==> src/rtl/chsel_pkg.sv <==
package chsel_pkg;

    localparam int ADDR_W = 3;
    localparam int NUM_SW = 1 << ADDR_W;
    localparam int PAIRS  = NUM_SW / 2;

    typedef logic [NUM_SW-1:0] drive_t;

    typedef struct packed {
        logic              en;
        logic [ADDR_W-1:0] addr;
    } sel_t;

    // Decode a stored selection into switch drives.
    function automatic drive_t decode_sel(sel_t s, bit diff);
        drive_t v;
        v = '0;
        if (s.en) begin
            if (diff) begin
                v[{1'b0, s.addr[ADDR_W-2:0]}] = 1'b1;
                v[{1'b1, s.addr[ADDR_W-2:0]}] = 1'b1;
            end else begin
                v[s.addr] = 1'b1;
            end
        end
        return v;
    endfunction

endpackage

==> src/rtl/chsel_sync.sv <==
module chsel_sync #(
    parameter int           W       = 2,
    parameter int           STAGES  = 2,
    parameter logic [W-1:0] RST_VAL = '0
) (
    input  logic         clk,
    input  logic         rst,
    input  logic [W-1:0] d,
    output logic [W-1:0] q
);
    logic [W-1:0] stage_q [STAGES];

    always_ff @(posedge clk) begin
        if (rst) stage_q[0] <= RST_VAL;
        else     stage_q[0] <= d;
    end

    for (genvar i = 1; i < STAGES; i++) begin : g_stage
        always_ff @(posedge clk) begin
            if (rst) stage_q[i] <= RST_VAL;
            else     stage_q[i] <= stage_q[i-1];
        end
    end

    assign q = stage_q[STAGES-1];
endmodule

==> src/rtl/chsel_store.sv <==
module chsel_store
    import chsel_pkg::*;
(
    input  logic clk,
    input  logic rst,
    input  logic clr,
    input  logic load,
    input  sel_t d,
    output sel_t q
);
    sel_t q_r;

    always_ff @(posedge clk) begin
        if (rst || clr) q_r <= '0;
        else if (load)  q_r <= d;
    end

    assign q = q_r;
endmodule

==> src/rtl/chsel_bbm.sv <==
module chsel_bbm #(
    parameter int W           = 8,
    parameter int DEAD_CYCLES = 2
) (
    input  logic         clk,
    input  logic         rst,
    input  logic [W-1:0] target,
    output logic [W-1:0] drive
);
    localparam int            CW     = $clog2(DEAD_CYCLES + 1);
    localparam logic [CW-1:0] RELOAD = CW'(DEAD_CYCLES - 1);

    logic [W-1:0]  drv_q;
    logic [CW-1:0] gap_q;

    always_ff @(posedge clk) begin
        if (rst) begin
            drv_q <= '0;
            gap_q <= '0;
        end else if (drv_q != '0 && drv_q != target) begin
            // Break first: everything off, then count the gap.
            drv_q <= '0;
            gap_q <= RELOAD;
        end else if (gap_q != '0) begin
            gap_q <= gap_q - CW'(1);
        end else begin
            drv_q <= target;
        end
    end

    assign drive = drv_q;
endmodule

==> src/rtl/chsel_ctrl.sv <==
module chsel_ctrl
    import chsel_pkg::*;
#(
    parameter bit DIFF_MODE   = 1'b0,
    parameter int DEAD_CYCLES = 2,
    parameter int SYNC_STAGES = 2
) (
    input  logic              clk,
    input  logic              rst,
    input  logic              clear_n,
    input  logic              wr_n,
    input  logic [ADDR_W-1:0] addr,
    input  logic              en,
    output logic [NUM_SW-1:0] sw_drv
);
    logic [1:0] ctl_s;
    logic       wr_s;
    logic       clear_s;
    sel_t       bus_sel;
    sel_t       stored;
    drive_t     target;

    // Reset state: strobe idle (1), clear asserted (0).
    chsel_sync #(
        .W       (2),
        .STAGES  (SYNC_STAGES),
        .RST_VAL (2'b10)
    ) u_sync (
        .clk (clk),
        .rst (rst),
        .d   ({wr_n, clear_n}),
        .q   (ctl_s)
    );

    assign wr_s    = ctl_s[1];
    assign clear_s = ctl_s[0];

    assign bus_sel.en   = en;
    assign bus_sel.addr = addr;

    chsel_store u_store (
        .clk  (clk),
        .rst  (rst),
        .clr  (!clear_s),
        .load (!wr_s),
        .d    (bus_sel),
        .q    (stored)
    );

    assign target = decode_sel(stored, DIFF_MODE);

    chsel_bbm #(
        .W           (NUM_SW),
        .DEAD_CYCLES (DEAD_CYCLES)
    ) u_bbm (
        .clk    (clk),
        .rst    (rst),
        .target (target),
        .drive  (sw_drv)
    );
endmodule

==> config.mk <==
export PLATFORM = sky130hd
export DESIGN_NAME = chsel_ctrl
export DESIGN_NICKNAME = d
export VERILOG_FILES = /design/src/rtl/chsel_pkg.sv /design/src/rtl/chsel_sync.sv /design/src/rtl/chsel_store.sv /design/src/rtl/chsel_bbm.sv /design/src/rtl/chsel_ctrl.sv
export SDC_FILE = /design/constraint.sdc
export NUM_CORES = 1
export LEC_CHECK = 0
export BUFFER_PORTS_ARGS = -buffer_cell sky130_fd_sc_hd__buf_2
export CAP_MARGIN = 40
export CORE_ASPECT_RATIO = 0.8
export CORE_MARGIN = 1
export CORE_UTILIZATION = 30
export DETAILED_ROUTE_END_ITERATION = 10
export PLACE_DENSITY = 0.53
export SKIP_CTS_REPAIR_TIMING = 1
export SLEW_MARGIN = 10
export SYNTH_ARGS = -nofsm -noshare
export SYNTH_HDL_FRONTEND = slang
export SYNTH_SLANG_ARGS = --single-unit
export TNS_END_PERCENT = 10
==> constraint.sdc <==
create_clock -name clk -period 3 [get_ports clk]
set_input_delay 0.45 -clock clk [delete_from_list [all_inputs] [get_ports clk]]
set_output_delay 0.45 -clock clk [all_outputs]
set_load 0.05 [all_outputs]
# Word-level counts from Yosys, hierarchy flattened
# Memories as Yosys holds them, arrays and structs flattened.
# Cells that the tools add are included.
# word_totals
ff_bits	14
mem_bits_ro	0
mem_count	1
latch_bits	0
mem_bits_rw	4
# classes
mul	0
n_shift	0
addsub	1
mux	10
bitwise	2
eq_ne	1
n_reduce_logical	8
n_lt_le_gt_ge	2
div_mod_pow	0
# mem_list
name	depth	width	read_ports	rd_ports_with_merged_regs	wr	line_no	source
u_sync.stage_q	2	2	2	0	2	chsel_sync.sv:11	logic [W-1:0] stage_q [STAGES];
# ops
op	n
$mux W8	1
$ne A8 B8 Y1	1
$reduce_bool A8 Y1	1
$mux W1	6
$lt A3 B4 Y1 const B	1
$mux W2	2
$reduce_bool A2 Y1	2
$demux W1 S3	1
$ge A3 B1 Y1 const B	1
$logic_and A1 B1 Y1	2
$or A1 B1 Y1	2
$reduce_or A2 Y1	1
$sub A2 B1 Y2 const B	1
$logic_not A1 Y1	1
$logic_or A1 B1 Y1	1

# Logic depth before layout (Yosys ltp)
# depth
depth_word	8
depth_mapped	6

# Modules after synthesis
# Synthesis repeated with hierarchy kept, for this count alone.
# unflattened
cells_unflattened	81
area_unflattened_um2	843.3
# by_module_without_submodules
mod	area_per_inst_um2	cells_each	instances	seq_area_each_um2
chsel_bbm	490.5	50	1	200.2
chsel_store	145.1	13	1	80.1
chsel_sync	105.1	8	1	80.1
chsel_ctrl	102.6	10	1	0.0

# Worst setup path before layout
# OpenSTA, ideal clock, no wires.
# synth_timing
path_kind	register to register
startpoint	register u_bbm.drv_q[4], in the netlist u_bbm.drive[4]
endpoint	register u_bbm.drv_q[1], in the netlist u_bbm.drive[1]
path_buffers	0
required_ps	2914
path_stages_with_launch	6
t_arrival_ps	1623
path_slack_ps	1290
synth_period_minus_slack_ps	1710
path_cell_list	dfxtp_1 nor3b_2 a21oi_1 a22oi_4 nand3_4 a221oi_2
# synth_via
elab_chain_cells	3
word_cells_on_any_way	4
# synth_rtl
item	line_no	source
from (decl)	chsel_bbm.sv:13	logic [W-1:0] drv_q;
from (signal assigned)	chsel_bbm.sv:27	drv_q <= target;
$ne A8 B8 Y1 / $reduce_bool A8 Y1 (equally long branches)	chsel_bbm.sv:20	end else if (drv_q != '0 && drv_q != target) begin
$logic_and A1 B1 Y1 *	chsel_bbm.sv:20	
$reduce_or A2 Y1 (no line) *	--	
# Mark *: on every way between the ends. The rest lies on a longest branch, timed or not.
# A chain may end at the register's enable or synchronous reset.

# Worst setup path after layout
# layout_timing
startpoint	register u_store.q_r, in the netlist u_store.q[0]
endpoint	register u_bbm.drv_q[3], in the netlist u_bbm.drive[3]
# layout_via
elab_chain_cells	8
word_cells_on_any_way	9
# layout_rtl
item	line_no	source
from (decl)	chsel_store.sv:11	sel_t q_r;
from (signal assigned)	chsel_store.sv:14	if (rst || clr) q_r <= '0;
from (signal assigned)	chsel_store.sv:15	else if (load) q_r <= d;
$lt A3 B4 Y1 (implied by the code) / $ge A3 B1 Y1 (equally long branches)	chsel_pkg.sv:23	v[s.addr] = 1'b1;
$logic_and A1 B1 Y1 (implied by the code)	chsel_pkg.sv:23	
$mux W1 (implied by the code)	chsel_pkg.sv:23	
$demux W1 S3 *	chsel_pkg.sv:23	
$mux W8 *	chsel_pkg.sv:18	if (s.en) begin
$ne A8 B8 Y1	chsel_bbm.sv:20	
$logic_and A1 B1 Y1	chsel_bbm.sv:20	
$reduce_or A2 Y1 (no line)	--	
# Marks and branches as above.

==> results.yml <==
worst_setup_path:
  r2r_cells: 5
  r2r_start: "u_store.q[0]$_SDFFE_PP0N_"
  start_kind: "register"
  r2r_slack_ns: 1.24
  arrival_ns: 1.92
  crit_slowest_cell: "dfxtp_1"
  cp-end-kind: "register"
  cp.required_ns: 3.17
  startpoint: "u_store.q[0]$_SDFFE_PP0N_"
  cp_cell_sequence: "nor2b_1, a21oi_1, a22oi_4, nand3_4, a221oi_2"
  critPathMaxStageDelay_ns: 0.65
  cp_max_fo: 14
  critPathCapture: "u_bbm.drive[3]$_SDFFE_PP0N_"
  critical_path_class: "reg -> reg"
  reg2reg_to: "u_bbm.drive[3]$_SDFFE_PP0N_"
cts:
  cts_tree: "built"
  clockBufferDepth: 2
  numCtsBuffers: 3
  numClockSinks: 18
  cts.clk_slew.worst_paths_ns: 0.07
  h-tree-depth: 1
  clock_latency_ns: 0.25
  cts_root_buffer: "clkbuf_8"
global_routing:
  grt_overflow_total: 0
  grtUsageTotal_pct: 13.1
  grt_max_degree: 17
  antenna_found_initial: 0
  grt_pass1_wl_um: 3370
  first_global_vias: 679
floorplanning:
  core_area_um2: 2890
  initial_core_util_pct: 32.9
  die_x_um: 64.9
  io_pins: 16
  rows: 17
  die_y_um: 52.4
  die_area_um2: 3400
route:
  drt_iter0_drc: 22
  firstDrtPassIters: 4
  vias: 747
  totalWireLength_um: 2000
  routedWlPerCell_um: 13.3
  via_per_inst: 4.98
  postRouteAntennaNets: 0
  drc: 0
flow_run:
  cap_violations: 0
sta:
  fin_skew_ns: 0.00340
  slew_viol_final: 0
  setup_viol: 0
  period_needed_ns: 1.76
  slew_headroom_pct: 63.8
  worst_pin_slew_ns: 0.542
  hold_viol_final: 0
  period_share_pct: 58.6
  holdWs_ns: 0.382
  max_freq_mhz: 569
  rsz0062_at_grt: "false"
  setup_tns_ns: 0
placement:
  place_hpwl_um: 1420
  portBuffers: 15
  gp_congestion: 0.780
  placed_cell_area_um2: 1050
hold_path:
  hp-class: "in -> reg"
power_and_ir_drop:
  power_leakage_uw: 0.000432
  pwr_density_cell_nw_per_um2: 436
  power_uw: 483
  vdd_drop_max_v: 0.000186
logic_synthesis:
  synth_warnings: 0
  synth_edf_count: 0
  ys_seq_area_share_pct: 37.9
  syn-cell-area_um2: 951
  synth_fp_nets: 106
  post_synth.cell_area_avg_um2: 9.80
  synth_cell_types: 30
  ys_async_sr_fraction_pct: 0
  synthFlopType: "dfxtp_1"
  synth_cells: 97
  ys_ff_latch: 18
finish:
  syn_to_final_growth_pct: 16.3
  finalInstanceArea_um2: 1110
  fill_cells: 312
  antennaDiodeCount: 0
  fin_nets: 122
  drive_gt1_share_pct: 31.3
outcome:
  outcome: "complete, no violations"
==> state kept, by name (all words and copies together) (netlist names) <==
signal,count
u_bbm.drive,8
u_store.q,4
u_sync.stage_q,4
u_bbm.gap_q,2
==> final cells by class <==
cell class,count,area (um^2),area share [%]
Multi-Input combinational cell,73,561,50.7
Sequential cell,18,360,32.6
Timing Repair Buffer,15,75.1,6.79
Clock buffer,4,55.1,4.98
Tap cell,38,47.5,4.30
Inverter,2,7.51,0.679
==> routing by layer <==
| layer | vias to the layer above | routed length, um | part of all wire [%] | global-route usage (%) |
|---|---|---|---|---|
| met5 | - | 0 | 0 | 0 |
| met1 | 353 | 1110 | 55 | 19.6 |
| met4 | 0 | 0 | 0 | 3.33 |
| met3 | 0 | 59 | 3.0 | 2.83 |
| met2 | 13 | 833 | 42 | 18.4 |
| li1 | 381 | - | - | - |
==> per-stage QoR <==
step,util (%),worst slack (ns),std cells
2_1_floorplan,-,1.29,97
3_3_place_gp,36.3,1.27,146
3_5_place_dp,36.3,1.27,146
4_1_cts,38.2,1.24,150
5_1_grt,38.2,1.10,150
6_report,38.2,1.24,150
==> synthesized netlist by cell type (2+ instances only) <==
library cell | number | share of area [%]
dfxtp_1 | 18 | 38
mux2i_1 | 4 | 4.2
nor2_1 | 9 | 3.6
nand3_1 | 3 | 1.6
nor3b_1 | 2 | 1.6
a31oi_1 | 2 | 1.3
clkbuf_1 | 2 | 0.79
or2_2 | 2 | 1.3
nor3b_2 | 2 | 2.6
a22oi_4 | 2 | 4.5
and3b_2 | 2 | 2.1
nand2b_1 | 4 | 2.6
inv_1 | 2 | 0.79
a221oi_2 | 3 | 4.7
a211oi_1 | 6 | 4.7
a21oi_1 | 9 | 4.7
nor2b_1 | 12 | 7.9
==> cells by family after synthesis <==
logic type | after synthesis | synth area share, %
AOI/OAI and AO/OA | 25 | 22.8
adders and majority gates | 1 | 1.32
DFF | 18 | 37.9
buffers and inverters | 6 | 3.16
muxes | 4 | 4.21
xor gates and xnor gates | 1 | 0.921
and+or+nand+nor | 42 | 29.7
==> worst max-delay path, delay by kind of cell (launching register included) <==
family / cells / cell delay, ns
simple gates: 2 / 0.37
compound gates: 3 / 0.65
flops: 1 / 0.65
==> cell usage in the layout (no fill, tap or decap), drive strengths merged, types with 2 or more instances in the layout <==
master / n
mux2i: 4
a211oi: 6
or2: 2
buf: 15
dfxtp: 18
a221oi: 3
nand3: 4
and3b: 2
nor2: 10
inv: 2
o22ai: 2
clkbuf: 4
a31oi: 2
a21oi: 9
nand2b: 4
a22oi: 2
nor3b: 5
nor2b: 12
==> power breakdown <==
part	internal, uW	total, uW	leakage [uW]	switching (uW)
clock network	116	194	0.0000288	77.3
logic	18.6	41.9	0.000257	23.3
registers	244	247	0.000146	2.84
==> worst min path at each step <==
stage	slack (ns)	startpoint	cells past startpoint	to
finish	0.38	wr_n	2	u_sync.stage_q[0][1]$_SDFF_PP1_
global route	0.38	wr_n	2	u_sync.stage_q[0][1]$_SDFF_PP1_
CTS	0.38	wr_n	2	u_sync.stage_q[0][1]$_SDFF_PP1_
detailed placement	0.39	u_sync.stage_q[0][1]$_SDFF_PP1_	1	u_sync.stage_q[1][1]$_SDFF_PP1_
global placement	0.40	u_sync.stage_q[0][1]$_SDFF_PP1_	1	u_sync.stage_q[1][1]$_SDFF_PP1_
floorplan	0.39	u_sync.stage_q[0][1]$_SDFF_PP1_	1	u_sync.stage_q[1][1]$_SDFF_PP1_
Note: power is estimated with default switching activity, not from simulation.
